File: src/rtl/aux_tap_pkg.sv
package aux_tap_pkg;

    localparam int IR_W = 4;

    localparam logic [IR_W-1:0] OP_ENABLE      = 4'h0;
    localparam logic [IR_W-1:0] OP_BYPASS      = 4'hF;
    localparam logic [IR_W-1:0] IR_CAPTURE_PAT = 4'b0001;

    localparam int ONES_TO_RESET = 5;

    typedef enum logic [3:0] {
        TS_RESET,
        TS_IDLE,
        TS_DR_SEL,
        TS_DR_CAP,
        TS_DR_SHIFT,
        TS_DR_EX1,
        TS_DR_PAUSE,
        TS_DR_EX2,
        TS_DR_UPD,
        TS_IR_SEL,
        TS_IR_CAP,
        TS_IR_SHIFT,
        TS_IR_EX1,
        TS_IR_PAUSE,
        TS_IR_EX2,
        TS_IR_UPD
    } tap_state_e;

    typedef struct packed {
        logic capture;
        logic shift;
        logic update;
    } scan_ctl_t;

    function automatic tap_state_e tap_next(input tap_state_e s, input logic tms);
        tap_state_e n;
        case (s)
            TS_RESET:    n = tms ? TS_RESET  : TS_IDLE;
            TS_IDLE:     n = tms ? TS_DR_SEL : TS_IDLE;
            TS_DR_SEL:   n = tms ? TS_IR_SEL : TS_DR_CAP;
            TS_DR_CAP:   n = tms ? TS_DR_EX1 : TS_DR_SHIFT;
            TS_DR_SHIFT: n = tms ? TS_DR_EX1 : TS_DR_SHIFT;
            TS_DR_EX1:   n = tms ? TS_DR_UPD : TS_DR_PAUSE;
            TS_DR_PAUSE: n = tms ? TS_DR_EX2 : TS_DR_PAUSE;
            TS_DR_EX2:   n = tms ? TS_DR_UPD : TS_DR_SHIFT;
            TS_DR_UPD:   n = tms ? TS_DR_SEL : TS_IDLE;
            TS_IR_SEL:   n = tms ? TS_RESET  : TS_IR_CAP;
            TS_IR_CAP:   n = tms ? TS_IR_EX1 : TS_IR_SHIFT;
            TS_IR_SHIFT: n = tms ? TS_IR_EX1 : TS_IR_SHIFT;
            TS_IR_EX1:   n = tms ? TS_IR_UPD : TS_IR_PAUSE;
            TS_IR_PAUSE: n = tms ? TS_IR_EX2 : TS_IR_PAUSE;
            TS_IR_EX2:   n = tms ? TS_IR_UPD : TS_IR_SHIFT;
            TS_IR_UPD:   n = tms ? TS_DR_SEL : TS_IDLE;
            default:     n = TS_RESET;
        endcase
        return n;
    endfunction

    function automatic scan_ctl_t dr_ctl(input tap_state_e s);
        scan_ctl_t c;
        c.capture = (s == TS_DR_CAP);
        c.shift   = (s == TS_DR_SHIFT);
        c.update  = (s == TS_DR_UPD);
        return c;
    endfunction

    function automatic scan_ctl_t ir_ctl(input tap_state_e s);
        scan_ctl_t c;
        c.capture = (s == TS_IR_CAP);
        c.shift   = (s == TS_IR_SHIFT);
        c.update  = (s == TS_IR_UPD);
        return c;
    endfunction

    function automatic logic op_is_enable(input logic [IR_W-1:0] op);
        return op == OP_ENABLE;
    endfunction

endpackage

File: src/rtl/aux_tap_fsm.sv
module aux_tap_fsm
    import aux_tap_pkg::*;
(
    input  logic       clk_i,
    input  logic       rst_i,
    input  logic       tms_i,
    output tap_state_e state_o
);

    localparam int CNT_W = $clog2(ONES_TO_RESET + 1);

    tap_state_e       state_q;
    logic [CNT_W-1:0] ones_q;

    always_ff @(posedge clk_i) begin
        if (rst_i) begin
            state_q <= TS_RESET;
        end else begin
            state_q <= tap_next(state_q, tms_i);
        end
    end

    // saturating run length of TMS-high edges, used by the checker below
    always_ff @(posedge clk_i) begin
        if (rst_i || !tms_i) begin
            ones_q <= '0;
        end else if (ones_q != CNT_W'(ONES_TO_RESET)) begin
            ones_q <= ones_q + 1'b1;
        end
    end

    assign state_o = state_q;

    // five TMS-high edges always land in Test-Logic-Reset
    assert_tlr_after_ones_R2: assert property (@(posedge clk_i) disable iff (rst_i)
        (ones_q == CNT_W'(ONES_TO_RESET)) |-> (state_q == TS_RESET));

endmodule

File: src/rtl/aux_tap_ir.sv
module aux_tap_ir
    import aux_tap_pkg::*;
(
    input  logic       clk_i,
    input  logic       rst_i,
    input  tap_state_e state_i,
    input  logic       tdi_i,
    output logic       so_o,
    output logic       enable_o
);

    scan_ctl_t       ctl;
    logic [IR_W-1:0] stage_q;
    logic [IR_W-1:0] active_q;

    assign ctl = ir_ctl(state_i);

    always_ff @(posedge clk_i) begin
        if (rst_i) begin
            stage_q <= OP_BYPASS;
        end else if (ctl.capture) begin
            stage_q <= IR_CAPTURE_PAT;
        end else if (ctl.shift) begin
            stage_q <= {tdi_i, stage_q[IR_W-1:1]};
        end
    end

    always_ff @(posedge clk_i) begin
        if (rst_i || state_i == TS_RESET) begin
            active_q <= OP_BYPASS;
        end else if (ctl.update) begin
            active_q <= stage_q;
        end
    end

    assign so_o     = stage_q[0];
    assign enable_o = op_is_enable(active_q);

    // capture pattern present right after Capture-IR
    assert_capir_pattern_R3: assert property (@(posedge clk_i) disable iff (rst_i)
        ($past(state_i) == TS_IR_CAP) |-> (stage_q == IR_CAPTURE_PAT));

    // the instruction only moves after Update-IR or Test-Logic-Reset
    assert_ir_hold_R7: assert property (@(posedge clk_i) disable iff (rst_i)
        !($past(state_i) == TS_IR_UPD || $past(state_i) == TS_RESET) |-> $stable(active_q));

    // Test-Logic-Reset leaves the bypass code active
    assert_tlr_bypass_R2: assert property (@(posedge clk_i) disable iff (rst_i)
        ($past(state_i) == TS_RESET) |-> (active_q == OP_BYPASS));

endmodule

File: src/rtl/aux_tap_dr.sv
module aux_tap_dr
    import aux_tap_pkg::*;
#(
    parameter int               TDR_W   = 32,
    parameter logic [TDR_W-1:0] TDR_RST = '0
) (
    input  logic             clk_i,
    input  logic             rst_i,
    input  tap_state_e       state_i,
    input  logic             tdi_i,
    input  logic             enable_i,
    output logic             so_o,
    output logic [TDR_W-1:0] tdr_o,
    output logic             upd_o
);

    scan_ctl_t        ctl;
    logic [TDR_W-1:0] sr_q;
    logic [TDR_W-1:0] tdr_q;
    logic             byp_q;

    assign ctl = dr_ctl(state_i);

    // test register scan stage
    always_ff @(posedge clk_i) begin
        if (rst_i) begin
            sr_q <= '0;
        end else if (enable_i) begin
            if (ctl.capture) begin
                sr_q <= tdr_q;
            end else if (ctl.shift) begin
                sr_q <= {tdi_i, sr_q[TDR_W-1:1]};
            end
        end
    end

    // bypass bit: captures zero, one stage deep
    always_ff @(posedge clk_i) begin
        if (rst_i || ctl.capture) begin
            byp_q <= 1'b0;
        end else if (ctl.shift && !enable_i) begin
            byp_q <= tdi_i;
        end
    end

    // parallel test register
    always_ff @(posedge clk_i) begin
        if (rst_i) begin
            tdr_q <= TDR_RST;
        end else if (ctl.update && enable_i) begin
            tdr_q <= sr_q;
        end
    end

    assign so_o  = enable_i ? sr_q[0] : byp_q;
    assign tdr_o = tdr_q;
    assign upd_o = ctl.update && enable_i;

    // bypass bit is zero right after Capture-DR
    assert_byp_capture_R6: assert property (@(posedge clk_i) disable iff (rst_i)
        ($past(state_i) == TS_DR_CAP) |-> (byp_q == 1'b0));

    // strobe never lasts two cycles
    assert_upd_single_R8: assert property (@(posedge clk_i) disable iff (rst_i)
        upd_o |=> !upd_o);

    // register moves only on the edge that closes a strobe cycle
    assert_tdr_hold_R8: assert property (@(posedge clk_i) disable iff (rst_i)
        !$past(upd_o) |-> $stable(tdr_q));

endmodule

File: src/rtl/aux_tap_ctrl.sv
module aux_tap_ctrl
    import aux_tap_pkg::*;
#(
    parameter int               TDR_W   = 32,
    parameter logic [TDR_W-1:0] TDR_RST = '0
) (
    input  logic             tck_i,
    input  logic             por_i,
    input  logic             censor_i,
    input  logic             comp_en_i,
    input  logic             tms_i,
    input  logic             tdi_i,
    output logic             tdo_o,
    output logic             tdo_oe_o,
    output logic [TDR_W-1:0] tdr_o,
    output logic             tdr_upd_o
);

    logic       rst;
    tap_state_e state;
    logic       ir_so;
    logic       dr_so;
    logic       enable;
    logic       tdo_q;
    logic       oe_q;

    // any of the three conditions holds the port in reset
    assign rst = por_i || censor_i || !comp_en_i;

    aux_tap_fsm u_fsm (
        .clk_i   (tck_i),
        .rst_i   (rst),
        .tms_i   (tms_i),
        .state_o (state)
    );

    aux_tap_ir u_ir (
        .clk_i    (tck_i),
        .rst_i    (rst),
        .state_i  (state),
        .tdi_i    (tdi_i),
        .so_o     (ir_so),
        .enable_o (enable)
    );

    aux_tap_dr #(
        .TDR_W   (TDR_W),
        .TDR_RST (TDR_RST)
    ) u_dr (
        .clk_i    (tck_i),
        .rst_i    (rst),
        .state_i  (state),
        .tdi_i    (tdi_i),
        .enable_i (enable),
        .so_o     (dr_so),
        .tdr_o    (tdr_o),
        .upd_o    (tdr_upd_o)
    );

    // output stage retimed to the falling edge
    always_ff @(negedge tck_i) begin
        if (rst) begin
            tdo_q <= 1'b0;
            oe_q  <= 1'b0;
        end else if (state == TS_IR_SHIFT) begin
            tdo_q <= ir_so;
            oe_q  <= 1'b1;
        end else if (state == TS_DR_SHIFT) begin
            tdo_q <= dr_so;
            oe_q  <= 1'b1;
        end else begin
            tdo_q <= 1'b0;
            oe_q  <= 1'b0;
        end
    end

    assign tdo_o    = tdo_q;
    assign tdo_oe_o = oe_q;

    // a rising edge under gated reset leaves the state machine in reset
    assert_gated_reset_R1: assert property (@(posedge tck_i)
        $past(rst) && !rst |-> (state == TS_RESET));

endmodule

File: config.mk
export PLATFORM = sky130hd
export DESIGN_NAME = aux_tap_ctrl
export DESIGN_NICKNAME = d
export VERILOG_FILES = /design/src/rtl/aux_tap_pkg.sv /design/src/rtl/aux_tap_fsm.sv /design/src/rtl/aux_tap_ir.sv /design/src/rtl/aux_tap_dr.sv /design/src/rtl/aux_tap_ctrl.sv
export SDC_FILE = /design/constraint.sdc
export NUM_CORES = 1
export LEC_CHECK = 0
export BUFFER_PORTS_ARGS = -buffer_cell sky130_fd_sc_hd__buf_2
export CORE_MARGIN = 2
export CORE_UTILIZATION = 60
export CTS_BUF_LIST = sky130_fd_sc_hd__clkbuf_16
export CTS_CLUSTER_DIAMETER = 100
export DETAILED_ROUTE_END_ITERATION = 10
export PLACE_DENSITY = 0.93
export SLEW_MARGIN = 20
export SYNTH_ARGS = -nofsm -noshare
export SYNTH_HDL_FRONTEND = slang
export SYNTH_SLANG_ARGS = --single-unit
File: constraint.sdc
create_clock -name tck_i -period 5.45 [get_ports tck_i]
set_input_delay 0.8175 -clock tck_i [delete_from_list [all_inputs] [get_ports tck_i]]
set_output_delay 0.8175 -clock tck_i [all_outputs]
set_load 0.02 [all_outputs]
==> results_dict.tcl <==
set metrics [dict create \
    seq_area_frac_synth 0.459 \
    cts-resized-gates 0 \
    ys_warn_count 0 \
    grt_overflow 0 \
    syn-instance-count 381 \
    place_ws_ns 1.00 \
    grt_max_degree 65 \
    syn_area_um2 3450 \
    io_pins 41 \
    fin_worst_skew_ns 0.0794 \
    timing.slew.headroom 0.289 \
    crit_required_ns 3.06 \
    synth_edf_count 0 \
    place.gp.congestion 0.906 \
    antenna_found_initial 0 \
    synth_cell_types 37 \
    tns_ns 0 \
    power.leakage_nw 1.26 \
    htreeDepth 3 \
    setup_viol 0 \
    drv_cap 0 \
    dp.cells 464 \
    cts_sinks 79 \
    clk_pin_slew_ns 0.06 \
    crit_path_max_incr_delay_ns 0.72 \
    utilization 0.702 \
    num_rows 27 \
    multi_input_area_um2 1690 \
    synth_area_per_cell_um2 9.05 \
    fin_cells 480 \
    status "complete, no violations" \
    cts_tree "yes" \
    die-width_um 79.8 \
    slew_violations 0 \
    clockBufferDepth 2 \
    seqCellArea_um2 1580 \
    layout-drive-gt1-share 0.223 \
    area_growth_pct 12.8 \
    wl_um 7160 \
    critPathMaxFanout 18 \
    crit_arrival_ns 2.04 \
    worstHoldPathType "reg -> reg" \
    crit_path_start_kind "register" \
    crit_chain "or4b_2 -> o22a_1 -> nor2_1" \
    grt_pass1_wl_um 11600 \
    worstMarginPinSlew_ns 1.07 \
    first_pass_iters 5 \
    cts_inserted_buffers 9 \
    placedInstanceArea_um2 3610 \
    initialDrtViolationCount 247 \
    via_per_inst 5.90 \
    synth.area.top_cells "dfxtp_1 (46%), mux2i_1 (11%), a211oi_2 (10%), nand2_1 (7.9%), a21oi_1 (6.2%)" \
    finalInstanceArea_um2 3890 \
    num-fill-cells 416 \
    synth-seq-cells 79 \
    design.die.area_um2 6370 \
    port_buffers 40 \
    core_area_um2 5540 \
    antenna_cells 0 \
    finalHoldViolCount 0 \
    rsz0062_at_grt "false" \
    synth-main-ff-cell "dfxtp_1" \
    drc 0 \
    cts_setup_buffers 0 \
    timing.setup.critical_path_class "reg -> reg" \
    wl_per_cell_um 14.9 \
    powerDensity_nw_per_um2 301 \
    clock_latency_ns 0.41 \
    postRouteAntennaNets 0 \
    clk_root_buffer_cell "clkbuf_16" \
    synth_nets 387 \
    ir_drop_v 0.000202 \
    post-dp-hpwl_um 4420 \
    grt_use_total 0.234 \
    reg2regPathDepth 3 \
    die_y_um 79.8 \
    start_util 0.622 \
    ys_async_sr_fraction 0 \
    end_kind "register" \
    crit_slowest_cell "dfxtp_1" \
    cts-hold-fix-buffers 0 \
    nets 410 \
    yosys.area.top_type "dfxtp_1" \
    hold_depth 2 \
    via_count 2830 \
    synth_top_cell_area_share 0.459 \
    grt_pass1_vias 2576 \
    setup_slack_ns 1.03 \
]
## worst max-delay path, delay by kind of cell, from the launching register on
family	cells	cell delay (ns)
simple gates	2	0.80
flops	1	0.72
compound gates	1	0.19
## synthesized netlist by cell type (2+ instances only)
library cell,count
a211oi_1,5
a211oi_2,28
a21oi_1,43
buf_1,3
buf_2,10
buf_4,3
buf_6,3
clkbuf_1,14
dfxtp_1,79
inv_1,5
mux2i_1,37
nand2_1,73
nand3_1,3
nor2_1,38
nor3_1,3
nor3b_1,2
nor4_1,3
o211ai_1,3
o21ai_0,8
## path summary, 6_finish.rpt
path,startpoint,to,slack [ns]
setup / recovery,u_fsm.state_o[2],tdo_o,1.03
hold / removal,u_dr.tdr_o[10],u_dr.tdr_o[10],0.47
setup reg to reg,u_fsm.state_o[2],tdo_o,1.03
hold reg to reg,u_dr.tdr_o[10],u_dr.tdr_o[10],0.47
## sequential cells by signal, indices dropped and copies added (netlist names)
signal and flops:
u_ir.stage_q 4, tdo_o 1, tdo_oe_o 1, u_ir.active_q 4, u_dr.byp_q 1, u_fsm.state_o 4
u_dr.tdr_o 32, u_dr.sr_q 32
## area by class of cell
class,instances,share of cell area
tap,72,0.0232
multi-input combinational,264,0.434
clock inverter,8,0.0154
sequential,79,0.407
timing repair buffer,44,0.0592
clock buffer,9,0.0579
inverter,4,0.00386
## placed cells by master (no fill, tap or decap), types with 4 or more instances in the layout
cell type,netlist,routed
buf_2,10,40
nand2_1,73,73
o21ai_0,8,8
a211oi_1,5,5
dfxtp_1,79,79
buf_4,3,4
a21oi_1,43,43
inv_1,5,6
nor2_1,38,38
clkbuf_16,0,9
a211oi_2,28,28
mux2i_1,37,37
## power breakdown
| part | total [mW] | switching (mW) | internal, mW |
|---|---|---|---|
| logic | 0.0166 | 0.0118 | 0.00481 |
| clock network | 0.575 | 0.227 | 0.348 |
| registers | 0.579 | 0.00111 | 0.578 |
## stage by stage
stage / hold WS, ns / power (mW)
6_report: 0.466 / 1.17
5_1_grt: 0.489 / 1.20
4_1_cts: 0.466 / 1.17
3_5_place_dp: 0.458 / 0.611
3_3_place_gp: 0.455 / 0.611
2_1_floorplan: 0.445 / 0.607
## cells by family after synthesis
group / count (synthesis) / synth area share
flops: 79 / 0.459
xor+xnor: 1 / 0.00254
buf+inv: 38 / 0.0548
mux: 37 / 0.107
simple gates: 131 / 0.161
compound gates: 95 / 0.216
## metal layers
layer	GRT usage	up-vias	share of wire
met5	0	-	0
met1	0.270	1364	0.42
met3	0.0724	16	0.050
met2	0.397	82	0.51
li1	-	1368	-
met4	0.105	0	0.019
Note: power is estimated with default switching activity, not from simulation.
